--- config.mk ---
export PLATFORM = sky130hd
export DESIGN_NAME = nand_hecc_top
export DESIGN_NICKNAME = d
export VERILOG_FILES = /design/src/rtl/nand_hecc_pkg.sv /design/src/rtl/nand_hecc_regs.sv /design/src/rtl/nand_hecc_lane.sv /design/src/rtl/nand_hecc_accum.sv /design/src/rtl/nand_hecc_top.sv
export SDC_FILE = /design/constraint.sdc
export NUM_CORES = 1
export LEC_CHECK = 0
export ABC_AREA = 1
export BUFFER_PORTS_ARGS = -buffer_cell sky130_fd_sc_hd__buf_4
export CAP_MARGIN = 5
export CELL_PAD_IN_SITES_DETAIL_PLACEMENT = 1
export CELL_PAD_IN_SITES_GLOBAL_PLACEMENT = 1
export CORE_UTILIZATION = 34
export DETAILED_ROUTE_END_ITERATION = 6
export HOLD_SLACK_MARGIN = 0.1
export PLACE_DENSITY = 0.86
export SYNTH_ARGS = -nofsm -noshare
export SYNTH_HDL_FRONTEND = slang
export SYNTH_HIERARCHICAL = 1
export SYNTH_SLANG_ARGS = --single-unit
--- constraint.sdc ---
create_clock -name clk -period 1.3 [get_ports clk]
set_clock_uncertainty 0.1 [all_clocks]
set_input_delay 0.26 -clock clk [delete_from_list [all_inputs] [get_ports clk]]
set_output_delay 0.26 -clock clk [all_outputs]
set_load 0.005 [all_outputs]
--- src/rtl/nand_hecc_pkg.sv ---
package nand_hecc_pkg;

  localparam int unsigned BIT_IDX_W = 3;

  // Register word addresses
  localparam logic [1:0] ADDR_CTRL   = 2'd0;
  localparam logic [1:0] ADDR_CFG    = 2'd1;
  localparam logic [1:0] ADDR_RESULT = 2'd2;

  // Field positions
  localparam int unsigned CLR_BIT   = 8;
  localparam int unsigned EN_BIT    = 0;
  localparam int unsigned CS_LSB    = 1;
  localparam int unsigned WIDE_BIT  = 7;
  localparam int unsigned UPPER_LSB = 16;

  // Parity of the bits of one byte whose bit index has bit m set (up) or clear (lo)
  function automatic logic [BIT_IDX_W-1:0] bitpos_par(input logic [7:0] d, input logic want_set);
    logic [BIT_IDX_W-1:0] acc;
    acc = '0;
    for (int m = 0; m < BIT_IDX_W; m++) begin
      for (int b = 0; b < 8; b++) begin
        if (((b >> m) & 1) == (want_set ? 1 : 0)) acc[m] = acc[m] ^ d[b];
      end
    end
    return acc;
  endfunction

endpackage

--- src/rtl/nand_hecc_regs.sv ---
module nand_hecc_regs
  import nand_hecc_pkg::*;
#(
  parameter int unsigned CS_W = 3
) (
  input  logic            clk,
  input  logic            rst_n,
  input  logic            reg_wr,
  input  logic [1:0]      reg_addr,
  input  logic [31:0]     reg_wdata,
  output logic            cfg_en,
  output logic [CS_W-1:0] cfg_cs,
  output logic            cfg_wide,
  output logic            clr_pulse,
  output logic [3:0]      slot
);

  logic            en_d, wide_d;
  logic [CS_W-1:0] cs_d;
  logic [3:0]      slot_d;
  logic            cfg_we, ctrl_we;

  assign cfg_we    = reg_wr && (reg_addr == ADDR_CFG);
  assign ctrl_we   = reg_wr && (reg_addr == ADDR_CTRL);
  assign clr_pulse = ctrl_we && reg_wdata[CLR_BIT];

  always_comb begin
    en_d   = cfg_en;
    cs_d   = cfg_cs;
    wide_d = cfg_wide;
    slot_d = slot;
    if (cfg_we) begin
      en_d   = reg_wdata[EN_BIT];
      cs_d   = reg_wdata[CS_LSB +: CS_W];
      wide_d = reg_wdata[WIDE_BIT];
    end
    if (clr_pulse) slot_d = 4'd1;
  end

  always_ff @(posedge clk or negedge rst_n) begin
    if (!rst_n) begin
      cfg_en   <= 1'b0;
      cfg_cs   <= '0;
      cfg_wide <= 1'b0;
      slot     <= '0;
    end else begin
      cfg_en   <= en_d;
      cfg_cs   <= cs_d;
      cfg_wide <= wide_d;
      slot     <= slot_d;
    end
  end

endmodule

--- src/rtl/nand_hecc_lane.sv ---
module nand_hecc_lane
  import nand_hecc_pkg::*;
#(
  parameter int unsigned IDX_W  = 9,
  parameter int unsigned HALF_W = IDX_W + BIT_IDX_W
) (
  input  logic              lane_en,
  input  logic [7:0]        lane_byte,
  input  logic [IDX_W-1:0]  lane_idx,
  output logic [HALF_W-1:0] lane_up,
  output logic [HALF_W-1:0] lane_lo
);

  logic byte_par;
  assign byte_par = ^lane_byte;

  always_comb begin
    lane_up = '0;
    lane_lo = '0;
    if (lane_en) begin
      lane_up[BIT_IDX_W-1:0] = bitpos_par(lane_byte, 1'b1);
      lane_lo[BIT_IDX_W-1:0] = bitpos_par(lane_byte, 1'b0);
      for (int k = 0; k < IDX_W; k++) begin
        lane_up[BIT_IDX_W+k] = byte_par &  lane_idx[k];
        lane_lo[BIT_IDX_W+k] = byte_par & ~lane_idx[k];
      end
    end
  end

endmodule

--- src/rtl/nand_hecc_accum.sv ---
module nand_hecc_accum
  import nand_hecc_pkg::*;
#(
  parameter int unsigned CHUNK_BYTES = 512,
  parameter int unsigned IDX_W       = $clog2(CHUNK_BYTES),
  parameter int unsigned HALF_W      = IDX_W + BIT_IDX_W
) (
  input  logic              clk,
  input  logic              rst_n,
  input  logic              clr,
  input  logic              beat_ok,
  input  logic              wide,
  input  logic [15:0]       beat_data,
  output logic [HALF_W-1:0] up_q,
  output logic [HALF_W-1:0] lo_q,
  output logic              done
);

  localparam int unsigned CNT_W = IDX_W + 1;
  localparam int unsigned LANES = 2;

  logic [CNT_W-1:0]  cnt_q, cnt_d;
  logic [HALF_W-1:0] up_d, lo_d;
  logic [LANES-1:0]  lane_en;
  logic [HALF_W-1:0] lane_up [LANES];
  logic [HALF_W-1:0] lane_lo [LANES];
  logic [CNT_W-1:0]  next_idx;

  assign done     = (cnt_q == CNT_W'(CHUNK_BYTES));
  assign next_idx = cnt_q + CNT_W'(1);

  assign lane_en[0] = beat_ok && !done;
  assign lane_en[1] = beat_ok && !done && wide && (next_idx < CNT_W'(CHUNK_BYTES));

  for (genvar g = 0; g < LANES; g++) begin : g_lane
    logic [CNT_W-1:0] idx_full;
    assign idx_full = cnt_q + CNT_W'(g);
    nand_hecc_lane #(
      .IDX_W  (IDX_W),
      .HALF_W (HALF_W)
    ) u_lane (
      .lane_en   (lane_en[g]),
      .lane_byte (beat_data[8*g +: 8]),
      .lane_idx  (idx_full[IDX_W-1:0]),
      .lane_up   (lane_up[g]),
      .lane_lo   (lane_lo[g])
    );
  end

  always_comb begin
    up_d  = up_q;
    lo_d  = lo_q;
    cnt_d = cnt_q;
    if (clr) begin
      up_d  = '0;
      lo_d  = '0;
      cnt_d = '0;
    end else begin
      for (int l = 0; l < LANES; l++) begin
        up_d  = up_d ^ lane_up[l];
        lo_d  = lo_d ^ lane_lo[l];
        cnt_d = cnt_d + CNT_W'(lane_en[l]);
      end
    end
  end

  always_ff @(posedge clk or negedge rst_n) begin
    if (!rst_n) begin
      up_q  <= '0;
      lo_q  <= '0;
      cnt_q <= '0;
    end else begin
      up_q  <= up_d;
      lo_q  <= lo_d;
      cnt_q <= cnt_d;
    end
  end

endmodule

--- src/rtl/nand_hecc_top.sv ---
module nand_hecc_top
  import nand_hecc_pkg::*;
#(
  parameter int unsigned CHUNK_BYTES = 512,
  parameter int unsigned CS_W        = 3
) (
  input  logic            clk,
  input  logic            rst_n,
  input  logic            reg_wr,
  input  logic [1:0]      reg_addr,
  input  logic [31:0]     reg_wdata,
  output logic [31:0]     reg_rdata,
  input  logic            tap_valid,
  input  logic [CS_W-1:0] tap_cs,
  input  logic [15:0]     tap_data,
  output logic            ecc_done
);

  localparam int unsigned IDX_W  = $clog2(CHUNK_BYTES);
  localparam int unsigned HALF_W = IDX_W + BIT_IDX_W;

  logic [1:0]        rst_sync;
  logic              rst_int_n;
  logic              cfg_en, cfg_wide, clr_pulse, beat_ok;
  logic [CS_W-1:0]   cfg_cs;
  logic [3:0]        slot;
  logic [HALF_W-1:0] up_q, lo_q;
  logic [31:0]       code_word, cfg_word;

  // asynchronous assertion, synchronous release
  always_ff @(posedge clk or negedge rst_n) begin
    if (!rst_n) rst_sync <= 2'b00;
    else        rst_sync <= {rst_sync[0], 1'b1};
  end
  assign rst_int_n = rst_sync[1];

  nand_hecc_regs #(.CS_W(CS_W)) u_regs (
    .clk       (clk),
    .rst_n     (rst_int_n),
    .reg_wr    (reg_wr),
    .reg_addr  (reg_addr),
    .reg_wdata (reg_wdata),
    .cfg_en    (cfg_en),
    .cfg_cs    (cfg_cs),
    .cfg_wide  (cfg_wide),
    .clr_pulse (clr_pulse),
    .slot      (slot)
  );

  assign beat_ok = tap_valid && cfg_en && (tap_cs == cfg_cs);

  nand_hecc_accum #(
    .CHUNK_BYTES (CHUNK_BYTES),
    .IDX_W       (IDX_W),
    .HALF_W      (HALF_W)
  ) u_accum (
    .clk       (clk),
    .rst_n     (rst_int_n),
    .clr       (clr_pulse),
    .beat_ok   (beat_ok),
    .wide      (cfg_wide),
    .beat_data (tap_data),
    .up_q      (up_q),
    .lo_q      (lo_q),
    .done      (ecc_done)
  );

  always_comb begin
    code_word = '0;
    code_word[UPPER_LSB +: HALF_W] = up_q;
    code_word[0 +: HALF_W]         = lo_q;
    cfg_word = '0;
    cfg_word[EN_BIT]           = cfg_en;
    cfg_word[CS_LSB +: CS_W]   = cfg_cs;
    cfg_word[WIDE_BIT]         = cfg_wide;
  end

  always_comb begin
    unique case (reg_addr)
      ADDR_CTRL:   reg_rdata = {28'd0, slot};
      ADDR_CFG:    reg_rdata = cfg_word;
      ADDR_RESULT: reg_rdata = code_word;
      default:     reg_rdata = '0;
    endcase
  end

endmodule

-- After elaboration in Yosys (flattened, before gate mapping)
Cells that the tools add are included.
Widths: inputs -> output; s select.
- add/subtract/negate cells: 3
- magnitude comparators: 1
- eq/ne operators: 4
- muxes and demuxes: 38
- bitwise gates (word level): 92
- reduce and logical (&&, ||, !) cells: 12
- operator list (operator ; number):
    $pmux 28 s3 ; 1
    $mux 12 ; 6
    $xor 12x12->12 ; 4
    $and 1x1->1 ; 36
    $xor 1x1->1 ; 34
    $mux 1 ; 30
    $add 10x1->10 ; 2
    $not 1->1 ; 18
    $reduce_xor 8->1 ; 2
    $add 10x1->10 const B ; 1
    $eq 10x10->1 const B ; 1
    $lt 10x10->1 const B ; 1
    $mux 10 ; 1
    $logic_and 1x1->1 ; 8
    $eq 3x3->1 ; 1
    $eq 2x1->1 const B ; 1
    $eq 2x2->1 const B ; 1
    $logic_not 2->1 ; 1
    $logic_not 1->1 ; 1
- register bits: 42
- bits of input ports: 57
- output and inout bits: 33
- logic and storage cells: 158

-- Logic depth before layout (Yosys ltp)
- word-level depth: 14
- depth in mapped cells: 15
- gate-level depth less buffers: 15

-- Modules after synthesis
The synthesis kept the hierarchy.
- by module, submodules not included (module ; times used ; cells each ; area each (µm²)):
    nand_hecc_accum ; 1 ; 198 ; 1870.5
    nand_hecc_lane ; 2 ; 101 ; 510.5
    nand_hecc_top ; 1 ; 93 ; 440.4
    nand_hecc_regs ; 1 ; 32 ; 286.5

-- Worst setup path after synthesis
OpenSTA, ideal clock, no wires.
- kind: register -> register
- start point: reg u_accum.cnt_q[0]
- end point: reg u_accum.cnt_q[6]
- arrival time: 2.130 ns
- data required time: 1.083 ns
- path slack: -1.047 ns
- stages on the path, launching flop included: 14
- clock period less this slack: 2.347 ns
- cells stage by stage: dfrtp_1 inv_1 ha_1 nand3_1 nor3_2 nor2_1 fa_1 ha_1 nand2_1 inv_1 nand2_1 nor2_1 nor2_1 nor2_1
- elaborated cells between the ends (all ways): 10
- those cells by class: add/sub: 3; order compare: 1; eq/ne: 1; mux: 1; reduce/logical: 4
- RTL lines (what ; line ; RTL):
    from (decl) ; nand_hecc_accum.sv:22 ; logic [CNT_W-1:0] cnt_q, cnt_d;
    from (signal assigned) ; nand_hecc_accum.sv:75 ; cnt_q <= cnt_d;
    $add 10x1->10 ; nand_hecc_accum.sv:30 ; assign next_idx = cnt_q + CNT_W'(1);
    via u_accum.g_lane[1].idx_full[0] ; nand_hecc_accum.sv:36 ; logic [CNT_W-1:0] idx_full;
    $lt 10x10->1 ; nand_hecc_accum.sv:33 ; assign lane_en[1] = beat_ok && !done && wide && (next_idx < CNT_W'(CHUNK_BYTES));
    $logic_and 1x1->1 ; nand_hecc_accum.sv:33 ;
    $add 10x1->10 ; nand_hecc_accum.sv:62 ; cnt_d = cnt_d + CNT_W'(lane_en[l]);
    $mux 10 ; nand_hecc_accum.sv:54 ; if (clr) begin
    via u_accum.cnt_d[6] ; nand_hecc_accum.sv:22 ;
The timed path passes the listed nets, and every way through them passes these cells.
A chain may end at the register's enable or synchronous reset.

==> results.toml <==
[status]
status = "finished, violations left"
failed_checks = "negative setup slack"

[power]
power.switching_uw = 2710
power_leakage_uw = 0.00287
clock_power_share_pct = 17.8
p_seq_share_pct = 30.8
total_power_uw = 6230
power.density_nw_per_um2 = 1050
vdd.ir_drop.worst_v = 0.000508
intPower_uw = 3520
power_frac_comb_pct = 51.3
swShare_pct = 43.5

[yosys]
yosys.area.top_type = "dfrtp_1"
syn_area_um2 = 3620
yosys-top-cells-count = "nand2_1 (127), nor2_1 (83), inv_1 (57), dfrtp_1 (42), xor2_1 (35)"
yosysWarnings = 6
synthTopCellsByArea = "dfrtp_1 (29%), nand2_1 (13%), nor2_1 (8.6%), xor2_1 (8.5%), xnor2_1 (6.8%)"
ys_ff_latch = 42
yosysMostFrequentCell = "nand2_1"
yosys.area.top_type_share_pct = 29.0
synth.avg_cell_area_um2 = 6.89
ys_types = 31
ys_seq_area_share_pct = 29.0
synth-async-reset-ratio_pct = 100
postSynthCellCount = 525
ys.flop_type = "dfrtp_1"
synth_edf_count = 0

[timing]
finalSetupViolCount = 57
worstMarginPinSlew_ps = 557
period_minus_slack_ps = 2610
setup_tns_ps = -39900
drv_slew = 0
fin_crit_sh_pct = 201
hold_viol = 0
fin_ws_ps = -1310
slew_headroom_pct = 62.7
max_freq_mhz = 383
rsz0062_at_grt = "yes"

[min_path]
hold_depth = 3
min-delay-start = "reg_wdata[7]"
hold_class = "primary input to register"
hold_path_end = "u_regs/cfg_wide"

[cts]
insertion_delay_ps = 320
numCtsBuffers = 5
cts_num_sinks = 42
cts_tree = "done"
cts_root_buf = "clkbuf_8"
cts_max_path_buffers = 2
cts.clk_slew.worst_paths_ps = 100
h-tree-depth = 2

[worst_setup_path]
crit_path_end_kind = "register"
required_ps = 1400
r2r_cells = 13
critical_path.cell_chain = "inv_1 -> nand2_1 -> nand3_2 -> nor2_4 -> inv_2 -> nor2_4 -> buf_6 -> buf_6 -> o21ai_0 -> a21oi_2 -> xnor2_2 -> xor2_2 -> nor2_2"
cpPeakStageDelay_ps = 460
path_max_fanout = 4
arrival_ps = 2710
reg2reg_to = "u_accum/lo_q[1]"
setup.worst_path.class = "register to register"
r2r_setup_slack_ps = -1310
crit_slowest_cell = "dfrtp_1"
start_kind = "register"
rr_startpoint = "u_regs/cfg_cs[0]"

[layout]
fin_nets = 744
finalNonFillerCells = 821
multi_input_area_um2 = 2870
layout-drive-gt1-share_pct = 55.4
final_util_pct = 57.3
nFillCells = 1232
ff_latch_area_um2 = 1060
area_delta_synth_final_pct = 63.4

[routing]
antenna_left = 0
drtIter0Drc = 336
vias = 4505
first_pass_iters = 5
viasPerCell = 5.49
routed_wl_mm = 20.7
routedWlPerCell_um = 25.2
drc = 0

[flow_run]
drv_cap = 0

[global_routing]
grt_pass1_wl_mm = 25.5
gr-usage-all-layers_pct = 30.5
antenna_found_initial = 2
grt_pass1_vias = 4672
grt_max_degree = 41
grt-ovfl-total = 0

[placement]
dp_cells = 774
io_buffers = 55
gp_congestion = 0.862
post-dp-hpwl_mm = 9.18

[floorplanning]
rows = 37
dieHeight_um = 105
coreArea_um2 = 10300
ios = 90
start_util_pct = 35.1
dieWidth_um = 105
die_area_um2 = 11100
==> metrics by stage <==
step,instance area (um^2),hold WS [ps],setup WS (ps)
after global routing,5910,139,-1290
final,5910,135,-1310
after detailed placement,4750,-56.5,-1140
after floorplan,3780,-136,-813
after CTS,5420,131,-1030
after global placement,4750,-58.3,-934
==> final cells by class <==
type / count / area share [%]
clock inverter: 3 / 0.677
antenna: 1 / 0.0423
multi-input combinational: 403 / 48.6
inverter: 65 / 4.42
clock buffer: 5 / 1.16
timing repair inverter: 1 / 0.127
tap: 136 / 2.88
sequential: 42 / 17.9
timing repair buffer: 165 / 24.2
==> worst max-delay path by stage <==
| stage | slack, ps | to | from |
|---|---|---|---|
| 2_1_floorplan | -810 | u_accum/cnt_q[6] | u_accum/cnt_q[1] |
| 3_3_place_gp | -930 | u_accum/lo_q[9] | u_accum/cnt_q[8] |
| 3_5_place_dp | -1140 | u_accum/lo_q[10] | u_accum/cnt_q[8] |
| 4_1_cts | -1030 | u_accum/lo_q[10] | u_accum/cnt_q[0] |
| 5_1_grt | -1290 | u_accum/cnt_q[6] | u_accum/cnt_q[0] |
| 6_report | -1310 | u_accum/lo_q[1] | u_regs/cfg_cs[0] |
==> power by group through the flow <==
stage / Sequential, uW / Clock (uW) / Combinational [uW]
6_report: 1920 / 1110 / 3200
5_1_grt: 1930 / 1150 / 3290
4_1_cts: 1780 / 1090 / 2380
3_5_place_dp: 1820 / 0 / 1810
3_3_place_gp: 1800 / 0 / 1680
2_1_floorplan: 1830 / 0 / 1110
==> cells by family (layout without fill, tap and decap cells) <==
| logic type | Yosys count | after routing | share of synthesized area (%) |
|---|---|---|---|
| AO/OA/AOI/OAI | 23 | 23 | 3.22 |
| XOR/XNOR | 63 | 63 | 15.2 |
| adder cells (fa/ha/maj) | 4 | 4 | 1.59 |
| buffers and inverters | 89 | 239 | 11.7 |
| flip-flops | 42 | 42 | 29.0 |
| other | 3 | 13 | 0.311 |
| AND/OR/NAND/NOR | 301 | 301 | 38.9 |
==> repair_timing <==
| item | CTS | global route |
|---|---|---|
| buffers inserted | 28 | 11 |
| hold buffers | 1 | 0 |
| cloned | 2 | 0 |
| gates resized for setup | 99 | 107 |
| endpoints found under the setup margin | 59 | 59 |
| pin swaps | 48 | 75 |
| hold endpoints to repair | 2 | 0 |
==> cells in the final DEF (no fill, tap or decap), drive strengths merged <==
cell and instances:
a31oi 1, inv 65, diode 1, nor3 3
clkbuf 5, xnor2 28, nand2 146, clkinv 2
xor2 35, nor2 107, ha 3, nand3 17
dlygate4sd3 1, dfrtp 42, conb 12, a21oi 14
fa 1, o21ai 8, buf 164, bufinv 1
nand4 6, clkinvlp 1, or2 22
==> metal layers <==
metal / up-vias / global-route usage, % / share of wire, %
met5: - / 0 / 0.063
met2: 278 / 53.8 / 48
met4: 2 / 19.5 / 8.2
met1: 2237 / 32.2 / 36
met3: 132 / 7.80 / 7.1
li1: 1856 / - / -
==> registers in the layout (all words and copies together), names as in the netlist <==
signal and cells:
u_regs/slot 1, rst_sync 2, u_accum/lo_q 12, u_accum/up_q 12
u_accum/cnt_q 10, u_regs/cfg_cs 3, u_regs/cfg_en 1, u_regs/cfg_wide 1
==> critical path, delay by kind of cell (launching register included) <==
kind,cells,cell delay [ps]
and+or+nand+nor,5,800
AOI/OAI and AO/OA,2,350
DFF,1,460
xor gates and xnor gates,2,360
buffers and inverters,4,440
(Power assumes the default switching activity.)
